`config.mk`:
```
export PLATFORM = sky130hd
export DESIGN_NAME = ssx_engine
export DESIGN_NICKNAME = d
export VERILOG_FILES = /design/src/rtl/ssx_pkg.sv /design/src/rtl/ssx_ctrl.sv /design/src/rtl/ssx_tx_shift.sv /design/src/rtl/ssx_rx_shift.sv /design/src/rtl/ssx_engine.sv
export SDC_FILE = /design/constraint.sdc
export NUM_CORES = 1
export LEC_CHECK = 0
export ABC_AREA = 1
export BUFFER_PORTS_ARGS = -buffer_cell sky130_fd_sc_hd__buf_2
export CAP_MARGIN = 15
export CORE_MARGIN = 2
export CORE_UTILIZATION = 57
export CTS_CLUSTER_SIZE = 8
export DETAILED_ROUTE_END_ITERATION = 8
export PLACE_DENSITY = 0.8
export SLEW_MARGIN = 20
export SYNTH_ARGS = -nofsm -noshare
export SYNTH_HDL_FRONTEND = slang
export SYNTH_SLANG_ARGS = --single-unit
export TNS_END_PERCENT = 1
```
`constraint.sdc`:
```
create_clock -name clk -period 1.9 [get_ports clk]
set_input_delay 0.19 -clock clk [delete_from_list [all_inputs] [get_ports clk]]
set_output_delay 0.19 -clock clk [all_outputs]
set_load 0.03 [all_outputs]
```
`src/rtl/ssx_pkg.sv`:
```
// Package: shared types for the serial shift engine.
// Assumes: nothing; types only.
package ssx_pkg;

    // Sequencer states; LOAD waits for stream resources, PRIME gives a
    // one-cycle slot to set up the first bit before any clock edge.
    typedef enum logic [1:0] {
        ST_IDLE  = 2'd0,
        ST_LOAD  = 2'd1,
        ST_PRIME = 2'd2,
        ST_SHIFT = 2'd3
    } ssx_state_e;

    // Per-command transfer options latched at command accept.
    typedef struct packed {
        logic wr;
        logic rd;
        logic bit_mode;
        logic lsb_first;
        logic drv_rise;
        logic smp_fall;
    } ssx_mode_t;

endpackage

```
`src/rtl/ssx_ctrl.sv`:
```
// Module: ssx_ctrl
// Sequences one command: latches its options, gates each byte (or bit
// group) on stream resources, toggles the serial clock on clock-generator
// ticks and produces drive/sample/done events for the shifters.
// Assumes: tick is a single-cycle strobe per half period; command fields
// are stable while cmd_valid is high.
module ssx_ctrl
    import ssx_pkg::*;
#(
    parameter int DATA_W = 8,
    parameter int LEN_W  = 16,
    parameter int CNT_W  = $clog2(DATA_W)
) (
    input  logic              clk,
    input  logic              rst_n,
    input  logic              tick,
    input  logic              cmd_valid,
    input  ssx_mode_t         cmd_mode,
    input  logic [LEN_W-1:0]  cmd_len_m1,
    input  logic [CNT_W-1:0]  cmd_nbits_m1,
    input  logic              tx_avail,
    input  logic              rx_free,
    output logic              cmd_ready,
    output ssx_state_e        state,
    output ssx_mode_t         mode,
    output logic [CNT_W-1:0]  nbits_m1,
    output logic              unit_load,
    output logic              drive_ev,
    output logic              sample_ev,
    output logic              unit_done,
    output logic              sck
);

    ssx_state_e       state_q;
    ssx_mode_t        mode_q;
    logic [LEN_W-1:0] len_left_q;
    logic [CNT_W-1:0] nbits_q;
    logic [CNT_W-1:0] bit_left_q;
    logic             sck_q;
    logic             rise_ev;
    logic             fall_ev;
    logic             last_bit;

    // Event decode: resource gate, clock edges, drive and capture moments.
    always_comb begin
        unit_load = (state_q == ST_LOAD)
                    && (!mode_q.wr || tx_avail)
                    && (!mode_q.rd || rx_free);
        rise_ev   = (state_q == ST_SHIFT) && tick && !sck_q;
        fall_ev   = (state_q == ST_SHIFT) && tick && sck_q;
        last_bit  = (bit_left_q == '0);
        unit_done = fall_ev && last_bit;
        if (mode_q.drv_rise) begin
            drive_ev = rise_ev;
        end else begin
            drive_ev = (state_q == ST_PRIME) || (fall_ev && !last_bit);
        end
        sample_ev = mode_q.smp_fall ? fall_ev : rise_ev;
    end

    // Command sequencer: accept, per-unit gating, byte countdown.
    always_ff @(posedge clk) begin
        if (!rst_n) begin
            state_q    <= ST_IDLE;
            mode_q     <= '0;
            len_left_q <= '0;
            nbits_q    <= '0;
        end else begin
            case (state_q)
                ST_IDLE: begin
                    if (cmd_valid) begin
                        mode_q     <= cmd_mode;
                        len_left_q <= cmd_len_m1;
                        nbits_q    <= cmd_nbits_m1;
                        state_q    <= ST_LOAD;
                    end
                end
                ST_LOAD: begin
                    if (unit_load) begin
                        state_q <= ST_PRIME;
                    end
                end
                ST_PRIME: state_q <= ST_SHIFT;
                default: begin
                    if (unit_done) begin
                        if (mode_q.bit_mode || (len_left_q == '0)) begin
                            state_q <= ST_IDLE;
                        end else begin
                            len_left_q <= len_left_q - 1'b1;
                            state_q    <= ST_LOAD;
                        end
                    end
                end
            endcase
        end
    end

    // Bit countdown within the current byte or bit group.
    always_ff @(posedge clk) begin
        if (!rst_n) begin
            bit_left_q <= '0;
        end else if (unit_load) begin
            bit_left_q <= mode_q.bit_mode ? nbits_q : CNT_W'(DATA_W - 1);
        end else if (fall_ev) begin
            bit_left_q <= bit_left_q - 1'b1;
        end
    end

    // Serial clock level: rises and falls on alternate ticks while shifting.
    always_ff @(posedge clk) begin
        if (!rst_n) begin
            sck_q <= 1'b0;
        end else if (rise_ev) begin
            sck_q <= 1'b1;
        end else if (fall_ev) begin
            sck_q <= 1'b0;
        end
    end

    assign cmd_ready = (state_q == ST_IDLE);
    assign state     = state_q;
    assign mode      = mode_q;
    assign nbits_m1  = nbits_q;
    assign sck       = sck_q;

    // the serial clock moves only one cycle after a tick.
    p_sck_on_tick_r2: assert property (@(posedge clk) disable iff (!rst_n)
        !$past(tick) |-> $stable(sck_q))
        else $error("p_sck_on_tick_r2");

    // while waiting for stream resources the clock is parked low.
    p_stall_sck_low_r13: assert property (@(posedge clk) disable iff (!rst_n)
        (state_q == ST_LOAD) |-> !sck_q)
        else $error("p_stall_sck_low_r13");

    // the clock is low whenever no command is running.
    p_idle_sck_low_r2: assert property (@(posedge clk) disable iff (!rst_n)
        (state_q == ST_IDLE) |-> !sck_q)
        else $error("p_idle_sck_low_r2");

endmodule

```
`src/rtl/ssx_tx_shift.sv`:
```
// Module: ssx_tx_shift
// Output shifter: loads one byte per unit, pre-aligns MSB-first bit groups
// so the first wire bit is at the top, and moves one bit to sdo per drive
// event. Read-only units load zeros and clear sdo at once.
// Assumes: load and drive never occur in the same cycle.
module ssx_tx_shift #(
    parameter int DATA_W = 8,
    parameter int CNT_W  = $clog2(DATA_W)
) (
    input  logic              clk,
    input  logic              rst_n,
    input  logic              load,
    input  logic              write_en,
    input  logic              lsb_first,
    input  logic              bit_mode,
    input  logic [CNT_W-1:0]  nbits_m1,
    input  logic [DATA_W-1:0] load_data,
    input  logic              drive,
    output logic              sdo
);

    logic [DATA_W-1:0] sr_q;
    logic [DATA_W-1:0] load_val;
    logic [CNT_W-1:0]  pad;

    // Load value: zero for reads, left-aligned low bits for MSB-first groups.
    always_comb begin
        pad = CNT_W'(DATA_W - 1) - nbits_m1;
        if (!write_en) begin
            load_val = '0;
        end else if (bit_mode && !lsb_first) begin
            load_val = load_data << pad;
        end else begin
            load_val = load_data;
        end
    end

    // Shift register and output bit register.
    always_ff @(posedge clk) begin
        if (!rst_n) begin
            sr_q <= '0;
            sdo  <= 1'b0;
        end else if (load) begin
            sr_q <= load_val;
            if (!write_en) begin
                sdo <= 1'b0;
            end
        end else if (drive) begin
            sdo  <= lsb_first ? sr_q[0] : sr_q[DATA_W-1];
            sr_q <= lsb_first ? (sr_q >> 1) : (sr_q << 1);
        end
    end

endmodule

```
`src/rtl/ssx_rx_shift.sv`:
```
// Module: ssx_rx_shift
// Capture shifter: inserts the input bit at the low end (MSB-first) or the
// high end (LSB-first) on each sample event, which right- or left-justifies
// partial groups. Exposes the value including this cycle's sample.
// Assumes: din is synchronous to clk.
module ssx_rx_shift #(
    parameter int DATA_W = 8
) (
    input  logic              clk,
    input  logic              rst_n,
    input  logic              clear,
    input  logic              sample,
    input  logic              din,
    input  logic              lsb_first,
    output logic [DATA_W-1:0] cap_next
);

    logic [DATA_W-1:0] sr_q;

    // Next capture value with the current sample folded in.
    always_comb begin
        if (!sample) begin
            cap_next = sr_q;
        end else if (lsb_first) begin
            cap_next = {din, sr_q[DATA_W-1:1]};
        end else begin
            cap_next = {sr_q[DATA_W-2:0], din};
        end
    end

    // Capture register, cleared at the start of each unit.
    always_ff @(posedge clk) begin
        if (!rst_n) begin
            sr_q <= '0;
        end else if (clear) begin
            sr_q <= '0;
        end else begin
            sr_q <= cap_next;
        end
    end

endmodule

```
`src/rtl/ssx_engine.sv`:
```
// Module: ssx_engine (top)
// Serial shift engine: sequencer, output and capture shifters, loopback
// selection and a one-entry result slot on the output stream.
// Assumes: sdi is already synchronous to clk; tick comes from an external
// clock generator; loopback commands use differing drive and sample edges.
module ssx_engine
    import ssx_pkg::*;
#(
    parameter int DATA_W = 8,
    parameter int LEN_W  = 16
) (
    input  logic                      clk,
    input  logic                      rst_n,
    input  logic                      tick,
    input  logic                      loop_en,
    input  logic                      cmd_valid,
    output logic                      cmd_ready,
    input  logic                      cmd_write,
    input  logic                      cmd_read,
    input  logic                      cmd_bit_mode,
    input  logic                      cmd_lsb_first,
    input  logic                      cmd_drive_rise,
    input  logic                      cmd_sample_fall,
    input  logic [LEN_W-1:0]          cmd_len_m1,
    input  logic [$clog2(DATA_W)-1:0] cmd_nbits_m1,
    input  logic [DATA_W-1:0]         tx_data,
    input  logic                      tx_valid,
    output logic                      tx_ready,
    output logic [DATA_W-1:0]         rx_data,
    output logic                      rx_valid,
    input  logic                      rx_ready,
    output logic                      sck,
    output logic                      sdo,
    input  logic                      sdi,
    output logic                      busy
);

    localparam int CNT_W = $clog2(DATA_W);

    ssx_mode_t         cmd_mode;
    ssx_mode_t         mode;
    ssx_state_e        state;
    logic [CNT_W-1:0]  nbits_m1;
    logic              unit_load;
    logic              drive_ev;
    logic              sample_ev;
    logic              unit_done;
    logic              din;
    logic [DATA_W-1:0] cap_next;
    logic [DATA_W-1:0] rx_data_q;
    logic              rx_valid_q;

    // Command option bundle.
    always_comb begin
        cmd_mode.wr        = cmd_write;
        cmd_mode.rd        = cmd_read;
        cmd_mode.bit_mode  = cmd_bit_mode;
        cmd_mode.lsb_first = cmd_lsb_first;
        cmd_mode.drv_rise  = cmd_drive_rise;
        cmd_mode.smp_fall  = cmd_sample_fall;
    end

    ssx_ctrl #(
        .DATA_W (DATA_W),
        .LEN_W  (LEN_W),
        .CNT_W  (CNT_W)
    ) u_ctrl (
        .clk          (clk),
        .rst_n        (rst_n),
        .tick         (tick),
        .cmd_valid    (cmd_valid),
        .cmd_mode     (cmd_mode),
        .cmd_len_m1   (cmd_len_m1),
        .cmd_nbits_m1 (cmd_nbits_m1),
        .tx_avail     (tx_valid),
        .rx_free      (!rx_valid_q),
        .cmd_ready    (cmd_ready),
        .state        (state),
        .mode         (mode),
        .nbits_m1     (nbits_m1),
        .unit_load    (unit_load),
        .drive_ev     (drive_ev),
        .sample_ev    (sample_ev),
        .unit_done    (unit_done),
        .sck          (sck)
    );

    ssx_tx_shift #(
        .DATA_W (DATA_W),
        .CNT_W  (CNT_W)
    ) u_tx (
        .clk       (clk),
        .rst_n     (rst_n),
        .load      (unit_load),
        .write_en  (mode.wr),
        .lsb_first (mode.lsb_first),
        .bit_mode  (mode.bit_mode),
        .nbits_m1  (nbits_m1),
        .load_data (tx_data),
        .drive     (drive_ev),
        .sdo       (sdo)
    );

    // Capture source: own output under loopback, else the input pin.
    assign din = loop_en ? sdo : sdi;

    ssx_rx_shift #(
        .DATA_W (DATA_W)
    ) u_rx (
        .clk       (clk),
        .rst_n     (rst_n),
        .clear     (unit_load),
        .sample    (sample_ev),
        .din       (din),
        .lsb_first (mode.lsb_first),
        .cap_next  (cap_next)
    );

    // Result slot: filled at the end of a read unit, emptied by the consumer.
    always_ff @(posedge clk) begin
        if (!rst_n) begin
            rx_valid_q <= 1'b0;
            rx_data_q  <= '0;
        end else begin
            if (rx_valid_q && rx_ready) begin
                rx_valid_q <= 1'b0;
            end
            if (unit_done && mode.rd) begin
                rx_valid_q <= 1'b1;
                rx_data_q  <= cap_next;
            end
        end
    end

    assign tx_ready = unit_load && mode.wr;
    assign rx_valid = rx_valid_q;
    assign rx_data  = rx_data_q;
    assign busy     = (state != ST_IDLE);

    // drive on falling edge means sdo holds across every rising edge.
    p_hold_on_rise_r3: assert property (@(posedge clk) disable iff (!rst_n)
        (!mode.drv_rise && $rose(sck)) |-> $stable(sdo))
        else $error("p_hold_on_rise_r3");

    // drive on rising edge means sdo holds across every falling edge.
    p_hold_on_fall_r3: assert property (@(posedge clk) disable iff (!rst_n)
        (mode.drv_rise && $fell(sck)) |-> $stable(sdo))
        else $error("p_hold_on_fall_r3");

    // a read-only command keeps the data line low once it is set up.
    p_read_sdo_low_r10: assert property (@(posedge clk) disable iff (!rst_n)
        (!mode.wr && (state == ST_PRIME || state == ST_SHIFT)) |-> !sdo)
        else $error("p_read_sdo_low_r10");

    // results appear only for commands that read.
    p_result_needs_read_r11: assert property (@(posedge clk) disable iff (!rst_n)
        $rose(rx_valid_q) |-> mode.rd)
        else $error("p_result_needs_read_r11");

    // an unaccepted result is held unchanged.
    p_result_held_r13: assert property (@(posedge clk) disable iff (!rst_n)
        (rx_valid_q && !rx_ready) |=> (rx_valid_q && $stable(rx_data_q)))
        else $error("p_result_held_r13");

endmodule

```
==> metrics, run 1 <==
WP data required=1.71 ns; Reg2Reg Depth=6; Clock Latency Late Sink=between 0.3 and 0.4 ns; layout cells sized above 1=between 10% and 20%; sequential area share after synthesis=31.97%; hold path cells=4; first-pass GRT wire length=14.54 mm; WL final=8.715 mm; grt ovf=0; clock tree root driver cell=clkbuf_8; DPL Wire Length=6.168 mm; syn_area_per_cell=6.050 sq um; Max-Cap Viols=0; final setup fails=0; initial drt markers=between 200 and 300; P_leak=0.002077 uW; Die H=83.14 microns; relative slew slack=67.80%; Placement Rows=28; post-route ant nets=0; number of synthesized flops with an enable pin=0; first-pass detailed-route iteration total=4; achievable frequency=549.6 MHz; Gate Count Post-Synth=590; Vias=3832; utilization after layout=69.09%; status=complete, no violations; post-synthesis cell type count=34; clk slew on worst S/H paths=0.07 ns; H-tree Lvls=3; startpoint class of the critical path=register; Avg WL per Cell=11.95 microns; Worst Path Max Fanout=19; slew of the pin with the lowest slew margin=0.4823 ns; GPL Wtd Cong=a little over 0.9; vias per cell=5.257; Synth Flop Type=dfxtp_1; synthesized flop and latch total=57; initial antenna violation count=0; IO Pins=55; Yosys warnings=0; top cell type's share of synthesized area=a little under a third; CTS tree=built; Power Total=6602 uW; DRC violations left=0; GRT Util Overall=25.07%; Layout Nets=about 700; cell area after placement=0.003920 sq mm; hold_buf cts=0; met1 wire length=3.993 mm; ant diodes=0; met2 wire length=just over 4 mm; syn nets=638; RSZ-0062 raised after global routing=true; port buffer count=54; post-route cell area=0.004139 sq mm; P&R area growth vs syn=15.95%; power per cell area=1595 mW/mm^2; top sig layer=met4; asr flop ratio synth=0%; Met3 Wirelength=around 540 microns; synth top area cells=dfxtp_1 (32%), nand2_1 (18%), nor2_1 (8.3%); clock buffer depth=2; vias in the first global route=3378; worst clock skew=0.007828 ns; cts bufs inserted=9; Worst EP arrival=between 1.5 and 2 ns; final period utilization=95.76%; Period minus WS final=1.820 ns; final hold vios=0; largest net degree at the start of global routing=34; Crit Path Class=reg2out; Setup crit end kind=output pin; HP Class=in2reg; post-synth top area cell=dfxtp_1; die area=0.006911 sq mm; Pins Over Slew Limit=0; Die Wd=83.14 microns; Initial Util=around three fifths; Syn Std Cell Area=around 0.0036 sq mm; Placeable Area=about 0.0060 sq mm; CTS sink cnt=57; Max VDD drop=roughly 0.0014 V
-- final cells by class --
class / count / area [sq um]
Multi-Input combinational cell: 437 / 2052
Fill cell: 548 / 1852
Sequential cell: 57 / 1141
Timing Repair Buffer: 70 / 392.9
Inverter: 74 / 277.8
Clock buffer: 11 / 151.4
Tap cell: 75 / 93.84
Clock inverter: 5 / 30.03
-- cell usage in the layout (no fill, tap or decap), types with 4 or more instances in the layout --
| master | n |
|---|---|
| buf_4 | 17 |
| clkbuf_8 | 11 |
| or2_2 | 7 |
| inv_1 | 69 |
| nor2_2 | 4 |
| ha_1 | 7 |
| o21ai_0 | 51 |
| a21oi_1 | 42 |
| nand2_1 | 166 |
| and2_1 | 8 |
| nor2_1 | 79 |
| dfxtp_1 | 57 |
| buf_2 | 53 |
| nand2_2 | 5 |
| nand3_1 | 40 |
| o21bai_1 | 5 |
| inv_2 | 4 |
-- registers in the layout, summed over array words and instances (netlist names) --
register and flops:
u_tx.sr_q 8, u_ctrl.bit_left_q 3, u_tx.sdo 1, u_ctrl.state 2
u_ctrl.mode 6, u_ctrl.nbits_m1 3, rx_data 8, u_rx.sr_q 8
rx_valid 1, u_ctrl.sck 1, u_ctrl.len_left_q 16
-- worst max-delay path, cell delays in order (launching register included) --
cell     delay [ns]
dfxtp_1        0.36
inv_1          0.09
ha_1           0.25
inv_1          0.10
buf_4          0.25
buf_2          0.24
-- stage by stage --
step	cells	worst slack [ns]	setup TNS, ns	hold slack [ns]
2_1_floorplan	590	0.04854	0	0.3533
5_1_grt	729	-0.02306	-0.02985	0.1101
3_3_place_gp	711	0.1673	0	0.4442
4_1_cts	727	0.01268	0	0.09384
3_5_place_dp	711	0.06764	0	0.4541
6_report	729	0.08047	0	0.09626
-- cells by family after synthesis --
group | synth area share, %
xor gates and xnor gates | 0.4908
adders and majority gates | 2.453
and+or+nand+nor | 36.91
DFF | 31.97
buffers and inverters | 11.11
AOI/OAI and AO/OA | 17.07
-- timing repair --
action,4_1_cts,5_1_grt
resized for setup,2,7
setup buffers,0,2
pin swaps,0,1
hold endpoints to repair,0,0
setup endpoints to repair,1,24
-- cell usage after synthesis, types with 4 or more instances --
| cell type | instances |
|---|---|
| nand3_1 | 40 |
| nor2_1 | 79 |
| o21ai_0 | 52 |
| o21bai_1 | 5 |
| nor2_2 | 4 |
| buf_2 | 8 |
| inv_1 | 71 |
| a21oi_1 | 42 |
| dfxtp_1 | 57 |
| clkbuf_1 | 8 |
| or2_2 | 7 |
| ha_1 | 7 |
| nand2_1 | 169 |
| and2_1 | 8 |
-- layer usage --
metal,global-route usage [%],vias to the layer above
met4,8.048,0
met3,5.169,14
met2,40.98,138
li1,-,1983
met5,0,-
met1,33.19,1697
-- power by group --
group,leakage (uW),internal (uW),switching (uW),total [uW]
combinational,0.00152,1320,2380,3700
clock,0.0000911,536,502,1040
sequential,0.000467,1540,328,1870
-- path summary, 6_finish.rpt --
kind | from | end | slack, ns
worst max register to register | u_ctrl.state[0] | u_ctrl.mode[5] | 0.11
worst max-delay path | u_ctrl.state[0] | busy | 0.08
worst min register to register | u_tx.sdo | u_tx.sdo | 0.48
worst min-delay path | rx_ready | rx_valid | 0.1
No activity file was read; power rests on OpenSTA's default activity.
==> run 2, diff against run 1 <==
- ABC_AREA: 1 -> unset
- CORE_UTILIZATION: 57 -> 56
- CTS_BUF_LIST: unset -> sky130_fd_sc_hd__clkbuf_16
- PLACE_DENSITY: 0.8 -> 0.79
==> run 2 against run 1 <==
  * The run now ends with setup timing left
  * Final area up 3.9%
  * Clock power is 62% higher
  * Synthesized cell count is 31% lower
  * Worst setup slack got worse by 0.21 ns
  * Largest cell class unchanged
==> metrics, run 2 <==
status=finished with violations; violated checks=setup timing; top cell type's share of synthesized area=between 30% and 40%; cells along the critical path=or4_4 > or4_4 > o211ai_2 > buf_12 > a211oi_1 > a211oi_1; Syn Std Cell Area=between 0.003 and 0.004 sq mm; Place WS=-0.1846 ns; sequential area share after synthesis=34.93%; Critical R2R Capture=u_ctrl.len_left_q[1]; slowest cell delay on critical path=0.54 ns; met1 usage=40.43%; Layout Nets=542; post-route ant nets=0; most common cell after layout, fill and taps aside=dfxtp_1; grt ovf=0; Die H=80.38 microns; Period minus WS final=2.030 ns; post-synthesis cell type count=55; worst clock skew=0.007549 ns; synth top area cells=dfxtp_1 (35%), mux2i_1 (7.4%), nand2_1 (5.9%); DPL Wire Length=roughly 6.3 mm; P&R area growth vs syn=31.64%; startpoint class of the critical path=register; Die Wd=about 80 microns; Crit Path Class=reg2reg; number of synthesized flops with an enable pin=0; achievable frequency=492.6 MHz; Bufs and invs on worst path=1; Placement Rows=27; H-tree Lvls=3; setup ws final=-0.1300 ns; layout cells sized above 1=between 20 and 30%; WL final=9.219 mm; final hold vios=0; Yosys warnings=0; setup slack, reg-to-reg=-0.13 ns; cts bufs inserted=9; GRT met2 Usage=48.83%; hold path cells=3; CTS sink cnt=57; clk slew on worst S/H paths=0.05 ns; WP data required=2.13 ns; GPL Wtd Cong=around 0.9; Worst EP arrival=2.26 ns; DRC violations left=0; most flop-heavy register=u_ctrl.len_left_q; worst hold start=cmd_write; Setup crit end kind=register; slew of the pin with the lowest slew margin=around 0.48 ns; Placeable Area=0.005574 sq mm; Synth top cells by count=dfxtp_1 (57), nand2_1 (51), nor2_1 (42); Max VDD drop=0.001391 V; met3 usage in global routing=5.730%; GR peak layer=met2; hold_buf cts=0; syn_area_per_cell=slightly above 8 sq um; synthesized flop and latch total=57; vias in the first global route=3328; vias per cell=6.030; Pins Over Slew Limit=0; largest net degree at the start of global routing=47; Worst Path Max Fanout=20; Clock Latency Late Sink=0.32 ns; power per cell area=1776 mW/mm^2; worst r2r src=u_ctrl.len_left_q[13]; max reg flops=16; initial antenna violation count=0; Gate Count Post-Synth=405; HP Class=in2reg; Reg2Reg Depth=6; die area=0.006461 sq mm; first-pass detailed-route iteration total=5; most frequent cells in the layout=dfxtp_1 (55), buf_2 (53), nand2_1 (50), buf_4 (45), nor2_1 (42); final period utilization=106.8%; top-count cell post-synth=dfxtp_1; GRT Util Overall=between 30 and 40%; ant diodes=0; Crit-path slowest cell=or4_4; first-pass GRT wire length=15.57 mm; RSZ-0062 raised after global routing=true; Max-Cap Viols=0; clock buffer depth=2; cell area after placement=0.003920 sq mm; Avg WL per Cell=16.15 microns; final setup fails=16; P_leak=around 0.0018 uW; FILL cells=~420; CP top delay family=simple AND/OR/NAND/NOR gates; asr flop ratio synth=0%; syn nets=453; CTS tree=built; Vias=roughly 3400; port buffer count=54; Initial Util=58.61%; relative slew slack=68.05%; post-synth top area cell=dfxtp_1; IO Pins=55; initial drt markers=262; clock tree root driver cell=clkbuf_16; Synth Flop Type=dfxtp_1; Min-Delay Endpoint=u_ctrl.mode[5]; post-route cell area=roughly 0.0043 sq mm
## run 2: changes by cell type after synthesis, sizes merged, moves of 7 or more
cell    delta
inv       -61
nor2      -41
o31ai     +11
clkbuf     +9
nand2    -123
o21a       +7
or2        -7
o211ai    +11
mux2      +10
a21oi      -8
nor3       +7
o21ai     -37
mux2i     +24
nand3     -30
## run 2: where the power goes
| part | total (uW) | switching, uW | internal [uW] |
|---|---|---|---|
| Clock | 1680 | 549 | 1130 |
| Combinational | 4150 | 2250 | 1900 |
| Sequential | 1800 | 294 | 1510 |
## run 2: through the flow
step / hold slack (ns) / util, % / setup TNS (ns) / cells / total power [uW]
6_report: 0.1026 / 77.15 / -0.9561 / 571 / 7636
5_1_grt: 0.1053 / 77.15 / -2.245 / 571 / 8135
4_1_cts: 0.09570 / 76.36 / -0.8403 / 571 / 7464
3_5_place_dp: 0.4362 / 70.33 / -1.148 / 555 / 5679
3_3_place_gp: 0.4323 / 70.33 / -0.5434 / 555 / 5560
2_1_floorplan: 0.3260 / - / -2.796 / 405 / 4227
## run 2: logic make-up after synthesis
logic type      Yosys count  share of synthesized area, %
fa+ha+maj                 7                         2.681
simple gates            142                         19.84
mux                      35                         11.49
xor+xnor                  3                        0.8044
flops                    57                         34.93
compound gates          123                         25.58
buf+inv                  38                         4.672
## run 2: tightest hold or removal path, stage by stage
cell	delay [ns]
buf_2	0.10
nand2_1	0.04
a21oi_1	0.05
## run 2: how the worst max path moves through the flow
stage	startpoint	end	slack [ns]	cells after the start
4_1_cts	u_ctrl.len_left_q[13]	u_ctrl.len_left_q[1]	-0.13	6
3_5_place_dp	u_ctrl.len_left_q[13]	u_ctrl.len_left_q[1]	-0.18	6
2_1_floorplan	u_ctrl.len_left_q[11]	u_ctrl.len_left_q[11]	-0.22	6
3_3_place_gp	u_ctrl.len_left_q[13]	u_ctrl.len_left_q[11]	-0.12	5
6_report	u_ctrl.len_left_q[13]	u_ctrl.len_left_q[1]	-0.13	6
5_1_grt	u_ctrl.len_left_q[13]	u_ctrl.len_left_q[1]	-0.21	6
## run 2: routing by layer
layer / wire length [microns] / share of wire [%] / vias up
met5: 0 / 0 / -
met4: 240 / 2.6 / 0
met3: 539 / 5.8 / 24
met2: 4293 / 47 / 135
met1: 4146 / 45 / 1624
li1: - / - / 1660
## run 2: final cells by class
| type | instances | area (sq um) | share of cell area [%] |
|---|---|---|---|
| Sequential cell | 57 | 1144 | 26.59 |
| Clock inverter | 7 | 87.58 | 2.037 |
| Timing Repair Buffer | 103 | 685.7 | 15.94 |
| Clock buffer | 9 | 225.2 | 5.237 |
| Inverter | 13 | 48.80 | 1.135 |
| Tap cell | 72 | 90.09 | 2.095 |
| Multi-Input combinational cell | 310 | 2019 | 46.96 |
## run 2: timing repair
| action | 4_1_cts | 5_1_grt |
|---|---|---|
| endpoints found under the setup margin | 23 | 31 |
| buffers inserted | 0 | 0 |
| resized for setup | 6 | 13 |
| pin swaps | 5 | 0 |
| endpoints found under the hold margin | 0 | 0 |
==> run 3, diff against run 2 <==
- CELL_PAD_IN_SITES_DETAIL_PLACEMENT: unset -> 0
- CELL_PAD_IN_SITES_GLOBAL_PLACEMENT: unset -> 1
- CORE_UTILIZATION: 56 -> 42
- PLACE_DENSITY: 0.79 -> unset
- PLACE_DENSITY_LB_ADDON: unset -> 0.1
==> run 3 against run 2 <==
  * The flow still finishes with violations (setup timing)
  * Sequential share of layout area is 0.51 points lower
  * Highest routed layer unchanged
  * Die area grew 32%
  * Non-clock buffer count unchanged
  * Via count shrank 4.6%
  * Core utilization is 20 points lower
  * Largest power group unchanged
  * Sequential power hardly changed
  * Critical endpoint is now u_ctrl.len_left_q[11]
==> metrics, run 3 (synthesis gave the netlist of run 2 again) <==
status=finished with violations; violated checks=setup timing; hold path cells=3; power per cell area=1771 mW/mm^2; most flop-heavy register=u_ctrl.len_left_q; Period minus WS final=2.042 ns; Avg WL per Cell=between 15 and 20 microns; post-route ant nets=0; H-tree Lvls=3; port buffer count=between 50 and 60; Fin Setup TNS=-1.290 ns; met1 usage=29.20%; Initial Util=42.72%; DPL Wire Length=approximately 6.6 mm; GRT met2 Usage=36.52%; Placeable Area=0.007647 sq mm; most frequent cells in the layout=buf_2 (53), dfxtp_1 (53), nand2_1 (50), buf_4 (44), nor2_1 (42); CTS sink cnt=57; relative slew slack=69.07%; Layout Nets=542; IO Pins=55; P&R area growth vs syn=34.51%; hold_buf cts=0; Max-Cap Viols=0; Inst Count DP=584; DRC violations left=0; grt ovf=0; fin cells=601; vias in the first global route=roughly 3200; clock buffer depth=2; RSZ-0062 raised after global routing=true; P_leak=0.001793 uW; cts bufs inserted=9; GPL Wtd Cong=a little under 0.9; Die Wd=92.20 microns; Vias=3283; Crit Path Class=reg2reg; final hold vios=0; worst clock skew=0.006894 ns; cell area after placement=0.003938 sq mm; ant diodes=0; clk slew on worst S/H paths=0.05 ns; achievable frequency=489.7 MHz; Pins Over Slew Limit=0; first-pass detailed-route iteration total=4; Die H=around 92 microns; final setup fails=16; first-pass GRT wire length=between 15 and 20 mm; FILL cells=735; GRT Util Overall=~22%; HP Class=in2reg; layout cells sized above 1=31.06%; initial drt markers=around 130; Worst EP arrival=2.26 ns; largest net degree at the start of global routing=42; Power Total=7780 uW; startpoint class of the critical path=register; Worst Path Max Fanout=9; post-route cell area=0.004394 sq mm; met3 usage in global routing=about 3.7%; CTS tree=built; hold slack final=around 0.11 ns; Setup crit end kind=register; final period utilization=107.5%; WL final=a little over 9 mm; slew of the pin with the lowest slew margin=0.4597 ns; Placement Rows=32; setup ws final=-0.1420 ns; Max VDD drop=0.0008350 V; die area=0.008500 sq mm; Clock Latency Late Sink=~0.32 ns; Reg2Reg Depth=5; vias per cell=5.463; initial antenna violation count=0; WP data required=2.11 ns; max reg flops=16; GR peak layer=met2; clock tree root driver cell=clkbuf_16
==> run 3: where the power goes <==
group          switching [uW]  internal, uW
Combinational            2230          1890
Sequential                293          1510
Clock                     575          1280
Total                    3100          4680
==> run 3: metal layers <==
metal | wire length, microns | vias up
li1 | - | 1670
met1 | 4385 | 1551
met2 | 4316 | 53
met3 | 286 | 9
met4 | 108 | 0
met5 | 0 | -
==> run 3: worst paths after layout <==
check | startpoint | slack [ns] | end
setup / recovery | u_ctrl.len_left_q[13] | -0.14 | u_ctrl.len_left_q[11]
hold reg to reg | u_ctrl.mode[0] | 0.47 | u_ctrl.mode[0]
setup reg to reg | u_ctrl.len_left_q[13] | -0.14 | u_ctrl.len_left_q[11]
hold / removal | cmd_nbits_m1[1] | 0.11 | u_ctrl.nbits_m1[1]
==> run 3: final cells by class <==
cell class	instances	area, sq um	area share, %
Multi-Input combinational cell	310	2053	46.73
Sequential cell	57	1146	26.08
Timing Repair Buffer	103	675.6	15.38
Clock buffer	9	225.2	5.125
Tap cell	102	127.6	2.904
Clock inverter	7	117.6	2.677
Inverter	13	48.80	1.110
==> run 3: worst max-delay path, cell delays in order, from the launching register on <==
cell	delay, ns
dfxtp_2	0.32
or4_4	0.53
or4_4	0.46
o211a_4	0.29
and3_1	0.17
a31o_1	0.17
==> run 3: per-stage QoR <==
step	setup slack [ns]	utilization (%)
2_1_floorplan	-0.2153	-
3_3_place_gp	-0.1111	51.49
3_5_place_dp	-0.1366	51.49
4_1_cts	-0.1102	56.22
5_1_grt	-0.2335	57.46
6_report	-0.1420	57.46
==> run 3: timing repair <==
item | in CTS | in global routing
setup buffers | 0 | 1
pin swaps | 1 | 3
gates cloned | 0 | 0
setup endpoints to repair | 19 | 29
gates resized for setup | 5 | 21
